==> config.mk <==
export PLATFORM = sky130hd
export DESIGN_NAME = tw_shift_slave
export DESIGN_NICKNAME = d
export VERILOG_FILES = /design/src/rtl/tws_pkg.sv /design/src/rtl/tws_sync.sv /design/src/rtl/tws_cond_detect.sv /design/src/rtl/tws_shifter.sv /design/src/rtl/tws_hold.sv /design/src/rtl/tw_shift_slave.sv
export SDC_FILE = /design/constraint.sdc
export NUM_CORES = 1
export LEC_CHECK = 0
export ABC_AREA = 1
export CAP_MARGIN = 20
export CORE_UTILIZATION = 46
export DETAILED_ROUTE_END_ITERATION = 8
export DONT_BUFFER_PORTS = 1
export PLACE_DENSITY_LB_ADDON = 0.2
export SKIP_CTS_REPAIR_TIMING = 1
export SLEW_MARGIN = 20
export SYNTH_ARGS = -nofsm -noshare
export SYNTH_HDL_FRONTEND = slang
export SYNTH_SLANG_ARGS = --single-unit
==> constraint.sdc <==
create_clock -name clk -period 1.85 [get_ports clk]
set_clock_uncertainty 0.15 [all_clocks]
set_input_delay 0.2775 -clock clk [delete_from_list [all_inputs] [get_ports clk]]
set_output_delay 0.2775 -clock clk [all_outputs]
set_load 0.03 [all_outputs]
==> src/rtl/tws_pkg.sv <==
package tws_pkg;

    localparam int TWS_DATA_W = 8;
    localparam int TWS_CNT_W  = 4;
    localparam int TWS_SYNC_N = 2;

    // decoded bus events, one cycle wide each
    typedef struct packed {
        logic scl_rise;
        logic scl_fall;
        logic start;
        logic stop;
    } tws_ev_t;

endpackage

==> src/rtl/tws_sync.sv <==
module tws_sync #(
    parameter int W      = 2,
    parameter int STAGES = 2
) (
    input  logic         clk,
    input  logic         rst_n,
    input  logic [W-1:0] d_in,
    output logic [W-1:0] d_out
);

    typedef struct packed {
        logic [STAGES-1:0][W-1:0] pipe;
    } sync_t;

    sync_t sync_d, sync_q;

    always_comb begin
        sync_d = sync_q;
        sync_d.pipe[0] = d_in;
        for (int i = 1; i < STAGES; i++) begin
            sync_d.pipe[i] = sync_q.pipe[i-1];
        end
    end

    // idle bus is high, so flops reset to 1
    always_ff @(posedge clk or negedge rst_n) begin
        if (!rst_n) sync_q <= '1;
        else        sync_q <= sync_d;
    end

    assign d_out = sync_q.pipe[STAGES-1];

endmodule

==> src/rtl/tws_cond_detect.sv <==
module tws_cond_detect
    import tws_pkg::*;
(
    input  logic    clk,
    input  logic    rst_n,
    input  logic    scl_s,
    input  logic    sda_s,
    output tws_ev_t ev
);

    typedef struct packed {
        logic scl;
        logic sda;
    } prev_t;

    prev_t prev_d, prev_q;

    always_comb begin
        prev_d     = prev_q;
        prev_d.scl = scl_s;
        prev_d.sda = sda_s;

        ev          = '0;
        ev.scl_rise = scl_s & ~prev_q.scl;
        ev.scl_fall = ~scl_s & prev_q.scl;
        // data transitions only count as conditions with clock steady high
        ev.start    = scl_s & prev_q.scl & prev_q.sda & ~sda_s;
        ev.stop     = scl_s & prev_q.scl & ~prev_q.sda & sda_s;
    end

    always_ff @(posedge clk or negedge rst_n) begin
        if (!rst_n) prev_q <= '1;
        else        prev_q <= prev_d;
    end

endmodule

==> src/rtl/tws_shifter.sv <==
module tws_shifter #(
    parameter int DATA_W = 8,
    parameter int CNT_W  = 4
) (
    input  logic              clk,
    input  logic              rst_n,
    input  logic              scl_rise,
    input  logic              scl_fall,
    input  logic              start_ev,
    input  logic              hold,
    input  logic              sda_s,
    input  logic              wr_data,
    input  logic [DATA_W-1:0] wdata,
    input  logic              wr_cnt,
    input  logic [CNT_W-1:0]  cnt_wdata,
    output logic [DATA_W-1:0] data,
    output logic [CNT_W-1:0]  cnt,
    output logic              ovf_ev
);

    localparam logic [CNT_W-1:0] CNT_LAST = '1;
    localparam logic [CNT_W-1:0] CNT_ONE  = CNT_W'(1);

    typedef struct packed {
        logic [DATA_W-1:0] data;
        logic [CNT_W-1:0]  cnt;
        logic              samp;
    } shf_t;

    shf_t shf_d, shf_q;
    logic edge_ok;

    always_comb begin
        shf_d   = shf_q;
        edge_ok = ~hold & (scl_rise | scl_fall);
        ovf_ev  = 1'b0;

        if (edge_ok) begin
            shf_d.cnt = shf_q.cnt + CNT_ONE;
            ovf_ev    = (shf_q.cnt == CNT_LAST);
            if (scl_rise) shf_d.samp = sda_s;
            if (scl_fall) shf_d.data = {shf_q.data[DATA_W-2:0], shf_q.samp};
        end

        // software writes beat bus edges
        if (wr_data) shf_d.data = wdata;
        if (wr_cnt) begin
            shf_d.cnt = cnt_wdata;
            ovf_ev    = 1'b0;
        end

        // start condition restarts framing
        if (start_ev) shf_d.cnt = '0;
    end

    always_ff @(posedge clk or negedge rst_n) begin
        if (!rst_n) shf_q <= '0;
        else        shf_q <= shf_d;
    end

    assign data = shf_q.data;
    assign cnt  = shf_q.cnt;

endmodule

==> src/rtl/tws_hold.sv <==
module tws_hold (
    input  logic clk,
    input  logic rst_n,
    input  logic start_ev,
    input  logic stop_ev,
    input  logic ovf_ev,
    input  logic hold_release,
    input  logic stop_clr,
    output logic start_flag,
    output logic ovf_flag,
    output logic stop_flag,
    output logic hold
);

    typedef struct packed {
        logic start_f;
        logic ovf_f;
        logic stop_f;
    } flag_t;

    flag_t flg_d, flg_q;

    always_comb begin
        flg_d = flg_q;
        if (hold_release) begin
            flg_d.start_f = 1'b0;
            flg_d.ovf_f   = 1'b0;
        end
        if (stop_clr) flg_d.stop_f = 1'b0;
        // new events win over clears
        if (start_ev) flg_d.start_f = 1'b1;
        if (ovf_ev)   flg_d.ovf_f   = 1'b1;
        if (stop_ev)  flg_d.stop_f  = 1'b1;
    end

    always_ff @(posedge clk or negedge rst_n) begin
        if (!rst_n) flg_q <= '0;
        else        flg_q <= flg_d;
    end

    assign start_flag = flg_q.start_f;
    assign ovf_flag   = flg_q.ovf_f;
    assign stop_flag  = flg_q.stop_f;
    assign hold       = flg_q.start_f | flg_q.ovf_f;

endmodule

==> src/rtl/tw_shift_slave.sv <==
module tw_shift_slave
    import tws_pkg::*;
#(
    parameter int DATA_W = TWS_DATA_W,
    parameter int CNT_W  = TWS_CNT_W,
    parameter int SYNC_N = TWS_SYNC_N
) (
    input  logic              clk,
    input  logic              rst_n,
    input  logic              scl_in,
    input  logic              sda_in,
    output logic              scl_drive_low,
    output logic              sda_drive_low,
    input  logic              tx_en,
    input  logic              wr_data,
    input  logic [DATA_W-1:0] wdata,
    input  logic              wr_cnt,
    input  logic [CNT_W-1:0]  cnt_wdata,
    input  logic              hold_release,
    input  logic              stop_clr,
    output logic [DATA_W-1:0] rd_data,
    output logic [CNT_W-1:0]  cnt_val,
    output logic              start_flag,
    output logic              ovf_flag,
    output logic              stop_flag
);

    localparam int LINE_N = 2;

    logic [LINE_N-1:0] line_s;
    tws_ev_t           ev;
    logic              scl_rise, scl_fall, start_ev, stop_ev, ovf_ev, hold;

    // bit 0 carries the clock line, bit 1 the data line
    tws_sync #(.W(LINE_N), .STAGES(SYNC_N)) u_sync (
        .clk   (clk),
        .rst_n (rst_n),
        .d_in  ({sda_in, scl_in}),
        .d_out (line_s)
    );

    tws_cond_detect u_det (
        .clk   (clk),
        .rst_n (rst_n),
        .scl_s (line_s[0]),
        .sda_s (line_s[1]),
        .ev    (ev)
    );

    assign scl_rise = ev.scl_rise;
    assign scl_fall = ev.scl_fall;
    assign start_ev = ev.start;
    assign stop_ev  = ev.stop;

    tws_shifter #(.DATA_W(DATA_W), .CNT_W(CNT_W)) u_shf (
        .clk       (clk),
        .rst_n     (rst_n),
        .scl_rise  (scl_rise),
        .scl_fall  (scl_fall),
        .start_ev  (start_ev),
        .hold      (hold),
        .sda_s     (line_s[1]),
        .wr_data   (wr_data),
        .wdata     (wdata),
        .wr_cnt    (wr_cnt),
        .cnt_wdata (cnt_wdata),
        .data      (rd_data),
        .cnt       (cnt_val),
        .ovf_ev    (ovf_ev)
    );

    tws_hold u_hold (
        .clk          (clk),
        .rst_n        (rst_n),
        .start_ev     (start_ev),
        .stop_ev      (stop_ev),
        .ovf_ev       (ovf_ev),
        .hold_release (hold_release),
        .stop_clr     (stop_clr),
        .start_flag   (start_flag),
        .ovf_flag     (ovf_flag),
        .stop_flag    (stop_flag),
        .hold         (hold)
    );

    assign scl_drive_low = hold;
    assign sda_drive_low = tx_en & ~rd_data[DATA_W-1];

endmodule

==> results.md, run 1 <==
* CP max-delay cell: dfstp_2
* Cells after Synth at 127
* Synth top cells by count: nand2_1 (35), nand3_1 (19), dfrtp_1 (16), inv_1 (14), buf_4 (13)
* Most common cell in the netlist: nand2_1
* Top-Level Pins at 38
* Final worst slack at 0.106 ns
* Reg2Reg Depth at 8
* Switching share of power at 0.329
* Crit-path leading delay family: flip-flops
* Die Footprint at 2670 um^2
* # H-tree levels at 1
* Clock transition at path regs at 0.12 ns
* GRT overflow at 0
* Sequential cell area fraction in the yosys report at 0.492
* Worst Tran Pin Value at 0.918 ns
* Synth Cell Area at approximately 1100 um^2
* CTS tree: done
* Final Hold Fails at 0
* Routability Congestion at 0.885
* Met3 Use GR at 0.0468
* Placeable Area at around 2300 um^2
* Most Crowded Layer GR: met2
* Slew headroom at 0.386
* Placed Instances at 144
* Fin crit period at roughly 1.7 ns
* Critical Path Most Common Cell: inv_1
* Leak at roughly 0.63 nW
* Seq cells post-synth at 22
* FF-to-FF End: u_shf.data[2]
* Initial Util at 0.498
* 1st-pass router iterations at 4
* Library cells used by synthesis at 19
* FF-to-FF setup slack at between 0.1 and 0.15 ns
* Top-area cell type share of the netlist area at 0.353
* CTS buffer count at 3
* Clock power share at 0.238
* Worst-path cell chain: inv_1 -> ha_1 -> inv_1 -> nand2_4 -> nor2_8 -> nor2_4 -> nand2_1 -> nand3_1
* Detail Route Antenna Nets at 0
* Total Power at 1.08 mW
* Vias/cell at just over 5
* Fillers at 204
* Synth Area per Inst at approximately 9 um^2
* CP required at 1.90 ns
* Met2 Usage GRT at 0.240
* DRT iter0 DRCs at 16
* Worst EP arrival at 1.79 ns
* Number of flops mapped to enable cells by yosys at 0
* Synth top area cells: dfrtp_1 (35%), dfstp_2 (14%), nand2_1 (12%)
* Unrepaired setup endpoints after global routing: false
* Drt drc at 0
* CP bufs+invs at 2
* VDD IR max at 0.513 mV
* Clock sink total at 22
* Period utilization at 0.943
* Final setup viols at 0
* Crit start category: flip-flop
* First-pass GRT wire length at 3120 um
* Max Cap Viol at 0
* Hold Path Stages at 4
* Share of cells above drive strength 1 at 0.126
* Hold Path Sink: u_shf.cnt[3]
* Latest clock arrival within the worst-skew pair at 0.30 ns
* Crit Path Max Fanout at 9
* Synth warnings at 0
* CTS Buffer Depth at 2
* Endpoint class of the critical path: flip-flop
* Syn_nets at 152
* Slew Limit Fails at 0
* Sequential fraction of design power at 0.601
* Setup TNS at 0 ns
* Slowest stage delay, CP at ~0.56 ns
* # diodes at 0
* Row cnt at 17
* Dpl hpwl at 1430 um
* Initial antenna violation count at 0
* DR WL/cell at 12.2 um
* Status: finished, final reports clean
* Clock root cell: clkbuf_4
* DP Worst Slack at between 0.1 and 0.15 ns
* Die width at 51.6 um
* # nets final at about 160
* Total track usage at 0.162
* Hold wc startpoint: wr_cnt
* Area Overhead vs Synth at 12.3%
* HP Class: input pin to flip-flop
* Min Hold Slack at around 0.028 ns
* Comb pwr share at 0.161
* Largest net degree at the start of global routing at 23
* Design area at 1270 um^2
* PD cells at 849 nW/um^2
* Net Switching at between 300 and 400 uW
* Total routed wirelength at 1990 um
* Cell taking the most area after synthesis: dfrtp_1
* Port buffer count at 0
* Max Clock Freq at 573 MHz
* Critical path class: flip-flop to flip-flop
* Met1 global-route usage at 0.222
* Vias in the first global route at just under 700
* Top FF cell, synth: dfrtp_1
* Die H at 51.6 um
* Count of non-filler cells in the finished layout at 163
* Placed cell area at 1090 um^2
* Worst r2r src: u_det.prev_q[1]
* Async SR Flop Fraction at 1.00
* Vias at 826
* Final Util at 0.559
* P_int at 725 uW
[power groups by stage]
| stage | Sequential, mW | Combinational [mW] | Clock (mW) |
|---|---|---|---|
| after floorplan | 0.580 | 0.227 | 0 |
| after global placement | 0.656 | 0.136 | 0 |
| after detailed placement | 0.659 | 0.139 | 0 |
| after CTS | 0.650 | 0.140 | 0.264 |
| after global routing | 0.658 | 0.198 | 0.285 |
| final | 0.649 | 0.174 | 0.257 |
[per-layer routing]
metal / wire length [um] / vias up / part of all wire
li1: - / 416 / -
met1: 888 / 377 / 0.45
met2: 939 / 29 / 0.47
met3: 129 / 4 / 0.065
met4: 30 / 0 / 0.015
met5: 0 / - / 0
[area by class of cell]
class | instances | area [um^2] | area share
clock buffer | 4 | 36.3 | 0.0285
inverter | 14 | 52.6 | 0.0413
multi-input combinational | 78 | 425 | 0.334
sequential | 22 | 558 | 0.439
tap | 28 | 35.0 | 0.0275
timing repair buffer | 17 | 165 | 0.130
[registers in the layout, indices dropped and copies added (netlist names)]
name,flops
u_hold.start_flag,1
u_det.prev_q,2
u_sync.d_out,2
u_hold.stop_flag,1
u_shf.data,8
u_sync.sync_d,2
u_shf.shf_q,1
u_hold.ovf_flag,1
u_shf.cnt,4
[placed cells by master, fill, tap and decap left out, drive strengths merged]
cell type    synthesis  layout
o21ai                4       4
nand4                5       5
ha                   4       4
buf                 13       2
a21oi                1       1
clkbuf               0       4
inv                 14      14
dfstp                6       6
xnor2                1       1
o22ai                1       1
dlygate4sd3          0      15
dfrtp               16      16
nand2               36      36
nand3               20      20
a31oi                1       1
nor2                 5       5
[kinds of logic (layout without fill, tap and decap cells)]
family / count (synthesis) / in the layout / share of synthesized area
xor gates and xnor gates: 1 / 1 / 0.00773
buffers and inverters: 27 / 35 / 0.132
AOI/OAI and AO/OA: 7 / 7 / 0.0331
and+or+nand+nor: 66 / 66 / 0.290
DFF: 22 / 22 / 0.492
adders and majority gates: 4 / 4 / 0.0442
[worst max path at each step]
stage / start / end / depth (start not counted)
floorplan: u_det.prev_q[1] / u_shf.data[7] / 8
global placement: u_det.prev_q[1] / u_shf.data[1] / 8
detailed placement: u_det.prev_q[1] / u_shf.data[5] / 8
CTS: u_det.prev_q[1] / u_shf.data[5] / 8
global route: u_det.prev_q[1] / u_shf.data[3] / 8
finish: u_det.prev_q[1] / u_shf.data[2] / 8
[tightest hold or removal path, delay by kind of cell]
family,cells,cell delay (ns)
and+or+nand+nor,4,0.18
No activity file was read; power rests on OpenSTA's default activity.
==> run 2, diff against run 1 <==
CORE_UTILIZATION = 45   (was 46)
==> run 2 against run 1 <==
Compared with the run above: sequential cell count unchanged; hold slack worse by 0.0091 ns; first-iteration DRC count down 69%; final cell count up 1.2%; global-route usage up 0.60 points; critical path depth unchanged; clock-buffer cell count unchanged; register-to-register slack about the same.
==> results.md, run 2 (same netlist as run 1, synthesis figures left out) <==
* Status: finished, final reports clean
* Worst Tran Pin Value at between 0.9 and 1 ns
* Unrepaired setup endpoints after global routing: false
* Total track usage at 0.168
* PD cells at 845 nW/um^2
* Crit Path Max Fanout at 8
* CP bufs+invs at 2
* FF-to-FF End: u_shf.data[2]
* Clock root cell: clkbuf_4
* Placeable Area at 2300 um^2
* Initial Util at 0.493
* Max reg flops at 8
* Period utilization at 0.938
* Routability Congestion at between 0.8 and 0.9
* Die Footprint at 2720 um^2
* # diodes at 0
* Hold Path Sink: u_shf.cnt[3]
* Die H at approximately 52 um
* Worst EP arrival at 1.78 ns
* Fillers at between 200 and 250
* Drt drc at 0
* GRT overflow at 0
* HP Class: input pin to flip-flop
* CTS buffer count at 3
* DRT iter0 DRCs at 5
* Latest clock arrival within the worst-skew pair at 0.30 ns
* # H-tree levels at 1
* Die width at 52.2 um
* 1st-pass router iterations at 4
* Sequential fraction of design power at 0.588
* Detail Route Antenna Nets at 0
* Final worst slack at 0.115 ns
* FF-to-FF setup slack at 0.12 ns
* Largest net degree at the start of global routing at 23
* Dpl hpwl at 1480 um
* Port buffer count at 0
* Row cnt at 17
* Fin crit period at about 1.7 ns
* Vias at 862
* CTS tree: done
* CTS Buffer Depth at 2
* Slowest stage delay, CP at approximately 0.56 ns
* Total routed wirelength at 2170 um
* Reg2Reg Depth at 8
* Max Cap Viol at 0
* Initial antenna violation count at 0
* Final Hold Fails at 0
* Clock power share at 0.234
* CP required at around 1.9 ns
* Worst r2r src: u_det.prev_q[1]
* Clock sink total at 22
* # nets final at 163
* Worst-path cell chain: inv_1 -> ha_1 -> inv_2 -> nand2_4 -> nor2_8 -> nor2_4 -> nand2_1 -> nand3_1
* Slew headroom at 0.374
* Top-Level Pins at 38
* Switching share of power at 0.329
* Comb pwr share at 0.178
* DP Worst Slack at about 0.13 ns
* Clock transition at path regs at approximately 0.11 ns
* DR WL/cell at around 13 um
* Crit-path leading delay family: flip-flops
* Vias in the first global route at 771
* Net Switching at 358 uW
* Crit start category: flip-flop
* Commonest non-fill, non-tap cell in the layout: nand2_1
* CP max-delay cell: dfstp_2
* Most frequent cells in the layout: nand2_1 (35), nand3_1 (19), dfrtp_1 (16), dlygate4sd3_1 (14), inv_1 (13)
* Area Overhead vs Synth at 13.7%
* Vias/cell at about 5.2
* Final setup viols at 0
* Endpoint class of the critical path: flip-flop
* Hold Path Stages at 4
* Setup TNS at 0 ns
* First-pass GRT wire length at about 3300 um
* Slew Limit Fails at 0
* Share of cells above drive strength 1 at 0.153
* Leak at 0.638 nW
* Max Clock Freq at just under 600 MHz
* P_int at about 730 uW
* Hold wc startpoint: wr_cnt
* VDD IR max at about 0.56 mV
* Critical path class: flip-flop to flip-flop
run 2: cell count changes in the layout (fill, tap and decap cells not counted):
cell / delta
buf_4: +2
dlygate4sd3_1: -1
inv_1: -1
inv_2: +1
nor2_4: +1
run 2: stage by stage:
| stage | hold WS, ns | area, um^2 | util | power (mW) | std cells |
|---|---|---|---|---|---|
| final | 0.0187 | 1290 | 0.561 | 1.09 | 165 |
| after global routing | 0.0241 | 1290 | 0.561 | 1.16 | 165 |
| after CTS | -0.509 | 1140 | 0.495 | 1.06 | 150 |
| after detailed placement | -0.168 | 1100 | 0.479 | 0.804 | 146 |
| after global placement | -0.168 | 1100 | 0.479 | 0.797 | 146 |
| after floorplan | -0.168 | 1130 | - | 0.807 | 127 |
run 2: worst register-to-register path, stage by stage, from the launching register on:
cell	delay, ns
dfstp_2	0.56
inv_1	0.05
ha_1	0.29
inv_2	0.09
nand2_4	0.10
nor2_8	0.17
nor2_4	0.07
nand2_1	0.08
nand3_1	0.08
run 2: power groups by stage:
| stage | clock (mW) | combinational, mW | sequential, mW |
|---|---|---|---|
| 6_report | 0.255 | 0.194 | 0.640 |
| 5_1_grt | 0.289 | 0.219 | 0.651 |
| 4_1_cts | 0.265 | 0.155 | 0.641 |
| 3_5_place_dp | 0 | 0.154 | 0.650 |
| 3_3_place_gp | 0 | 0.148 | 0.649 |
| 2_1_floorplan | 0 | 0.227 | 0.580 |
run 2: worst max path at each step:
stage                    startpoint  slack [ns]  depth (start not counted)             to
floorplan           u_det.prev_q[1]        0.24                          8  u_shf.data[7]
global placement    u_det.prev_q[1]        0.16                          8  u_shf.data[1]
detailed placement  u_det.prev_q[1]        0.13                          8  u_shf.data[6]
CTS                 u_det.prev_q[1]        0.11                          8  u_shf.data[6]
global route        u_det.prev_q[1]        0.01                          8  u_shf.data[7]
finish              u_det.prev_q[1]        0.12                          8  u_shf.data[2]
run 2: area by class of cell:
cell class,instances,area (um^2),area share
flip-flops and latches,22,558,0.433
multi-input cells,79,437,0.339
repair buffers,18,170,0.132
inverters,14,52.6,0.0408
clock buffers,4,36.3,0.0282
well taps,28,35.0,0.0272
run 2: per-layer routing:
metal | GRT usage | part of all wire | wire [um]
met1 | 0.206 | 0.40 | 876
met2 | 0.267 | 0.52 | 1120
met3 | 0.0667 | 0.069 | 149
met4 | 0.0614 | 0.0074 | 16
met5 | 0 | 0 | 0
==> run 3, diff against run 2 <==
CORE_ASPECT_RATIO = 0.6   (was not set)
GPL_TIMING_DRIVEN = 0   (was not set)
==> run 3 against run 2 <==
Compared with the run above: the run now ends with negative hold slack left; non-clock buffer count increased by 3; total power increased by 6.3%; clock-buffer cell count unchanged; worst setup slack improved by 0.011 ns; critical endpoint is now u_shf.data[1]; highest routed layer unchanged.
==> results.md, run 3 (same netlist as run 1, synthesis figures left out) <==
* Status: finished, violations left
* Failing checks: negative hold slack
* Placed Instances at roughly 160
* HP Class: input pin to flip-flop
* CP required at 1.84 ns
* Hold Path Sink: u_shf.data[4]
* Max Cap Viol at 0
* PD cells at 879 nW/um^2
* Design area at 1320 um^2
* Slew Limit Fails at 0
* Endpoint class of the critical path: flip-flop
* Met1 global-route usage at 0.215
* Slew headroom at 0.633
* Switching share of power at 0.318
* Placeable Area at 2280 um^2
* Crit Path Max Fanout at 8
* Comb pwr share at 0.240
* Critical path class: flip-flop to flip-flop
* Net Switching at 368 uW
* Total routed wirelength at 2030 um
* # diodes at 0
* Clock sink total at 22
* Sequential fraction of design power at 0.504
* Routability Congestion at roughly 0.72
* Total Power at between 1 and 1.5 mW
* Final Hold Fails at 1
* Die Footprint at 2730 um^2
* VDD IR max at about 0.54 mV
* First-pass GRT wire length at 2870 um
* Max reg flops at 8
* Hold Path Stages at 2
* Share of cells above drive strength 1 at 0.214
* Fin crit period at roughly 1.7 ns
* Most Crowded Layer GR: met1
* Worst r2r src: u_det.prev_q[1]
* Port buffer count at 0
* Setup TNS at 0 ns
* Dpl hpwl at 1430 um
* Initial antenna violation count at 0
* Area Overhead vs Synth at 16.2%
* Crit start category: flip-flop
* Vias in the first global route at between 600 and 700
* Min Hold Slack at -0.00222 ns
* Worst Tran Pin Value at 0.548 ns
* Unrepaired setup endpoints after global routing: false
* Max Clock Freq at ~580 MHz
* P_int at 790 uW
* Fillers at 206
* DR WL/cell at 11.9 um
* Hold wc startpoint: wdata[4]
* Final setup viols at 0
* Most frequent cells in the layout: nand2_1 (35), nand3_1 (19), dfrtp_1 (16), inv_1 (13), buf_4 (13)
* Count of non-filler cells in the finished layout at 170
* Commonest non-fill, non-tap cell in the layout: nand2_1
* Total track usage at 0.153
* CTS Buffer Depth at 2
* Vias/cell at 5.00
* Latest clock arrival within the worst-skew pair at 0.26 ns
* Die width at 66.8 um
* 1st-pass router iterations at 4
* FF-to-FF End: u_shf.data[1]
* Final Util at 0.579
* Met3 Use GR at 0.0833
* Initial Util at 0.498
* Critical Path Start: u_det.prev_q[1]
* Met2 Usage GRT at 0.202
* Multi-input gate area at 437 um^2
* Leak at 0.665 nW
* # H-tree levels at 1
* Clock root cell: clkbuf_8
* Reg2Reg Depth at 8
* Period utilization at 0.932
* Clock power share at 0.256
* GRT overflow at 0
* Die H at 40.9 um
* DRT iter0 DRCs at 43
* Worst EP arrival at 1.71 ns
* Row cnt at 13
* Detail Route Antenna Nets at 0
* Placed cell area at 1170 um^2
* # nets final at 166
* Top-Level Pins at 38
* CTS buffer count at 3
* CTS tree: done
* Clock transition at path regs at approximately 0.080 ns
* Drt drc at 0
* Register Area at 558 um^2
* FF-to-FF setup slack at around 0.13 ns
* Largest net degree at the start of global routing at 23
* Vias at between 800 and 900
-- run 3: changes by cell type in the layout (fill, tap and decap cells not counted) --
cell	before	now
buf_4	4	13
dlygate4sd3_1	14	7
clkbuf_4	3	0
clkbuf_8	1	3
buf_12	0	1
clkbuf_1	0	1
-- run 3: final cells by class --
cell class | count | share of cell area
plain buffers | 13 | 0.0741
clock buffers | 4 | 0.0342
inverters | 14 | 0.0399
multi-input cells | 79 | 0.331
flip-flops and latches | 22 | 0.424
well taps | 30 | 0.0285
repair buffers | 8 | 0.0684
-- run 3: power groups by stage --
stage | combinational, mW | clock (mW) | sequential [mW]
4_1_cts | 0.248 | 0.303 | 0.583
2_1_floorplan | 0.227 | 0 | 0.580
3_5_place_dp | 0.248 | 0 | 0.591
3_3_place_gp | 0.245 | 0 | 0.590
6_report | 0.278 | 0.297 | 0.583
5_1_grt | 0.308 | 0.327 | 0.590
-- run 3: stage by stage --
| stage | hold WS [ns] | setup slack, ns |
|---|---|---|
| floorplan | -0.168 | 0.238 |
| global placement | -0.168 | 0.131 |
| detailed placement | -0.168 | 0.120 |
| CTS | -0.449 | 0.111 |
| global route | 0.00925 | 0.00956 |
| finish | -0.00222 | 0.127 |
-- run 3: how the worst max path moves through the flow --
stage                     slack [ns]       endpoint
after floorplan                 0.24  u_shf.data[7]
after global placement          0.13  u_shf.data[1]
after detailed placement        0.12  u_shf.data[1]
after CTS                       0.11  u_shf.data[1]
after global routing            0.01  u_shf.data[1]
final                           0.13  u_shf.data[1]
-- run 3: layer usage --
metal | share of wire | vias to the layer above
met4 | 0.0064 | 0
met1 | 0.51 | 396
met3 | 0.072 | 2
met5 | 0 | -
li1 | - | 429
met2 | 0.41 | 23
-- run 3: critical path, stage by stage, from the launching register on --
cell	delay [ns]
dfstp_2	0.55
inv_1	0.04
ha_1	0.29
inv_2	0.09
nand2_4	0.10
nor2_8	0.17
nor2_4	0.08
nand2_1	0.07
nand3_1	0.07
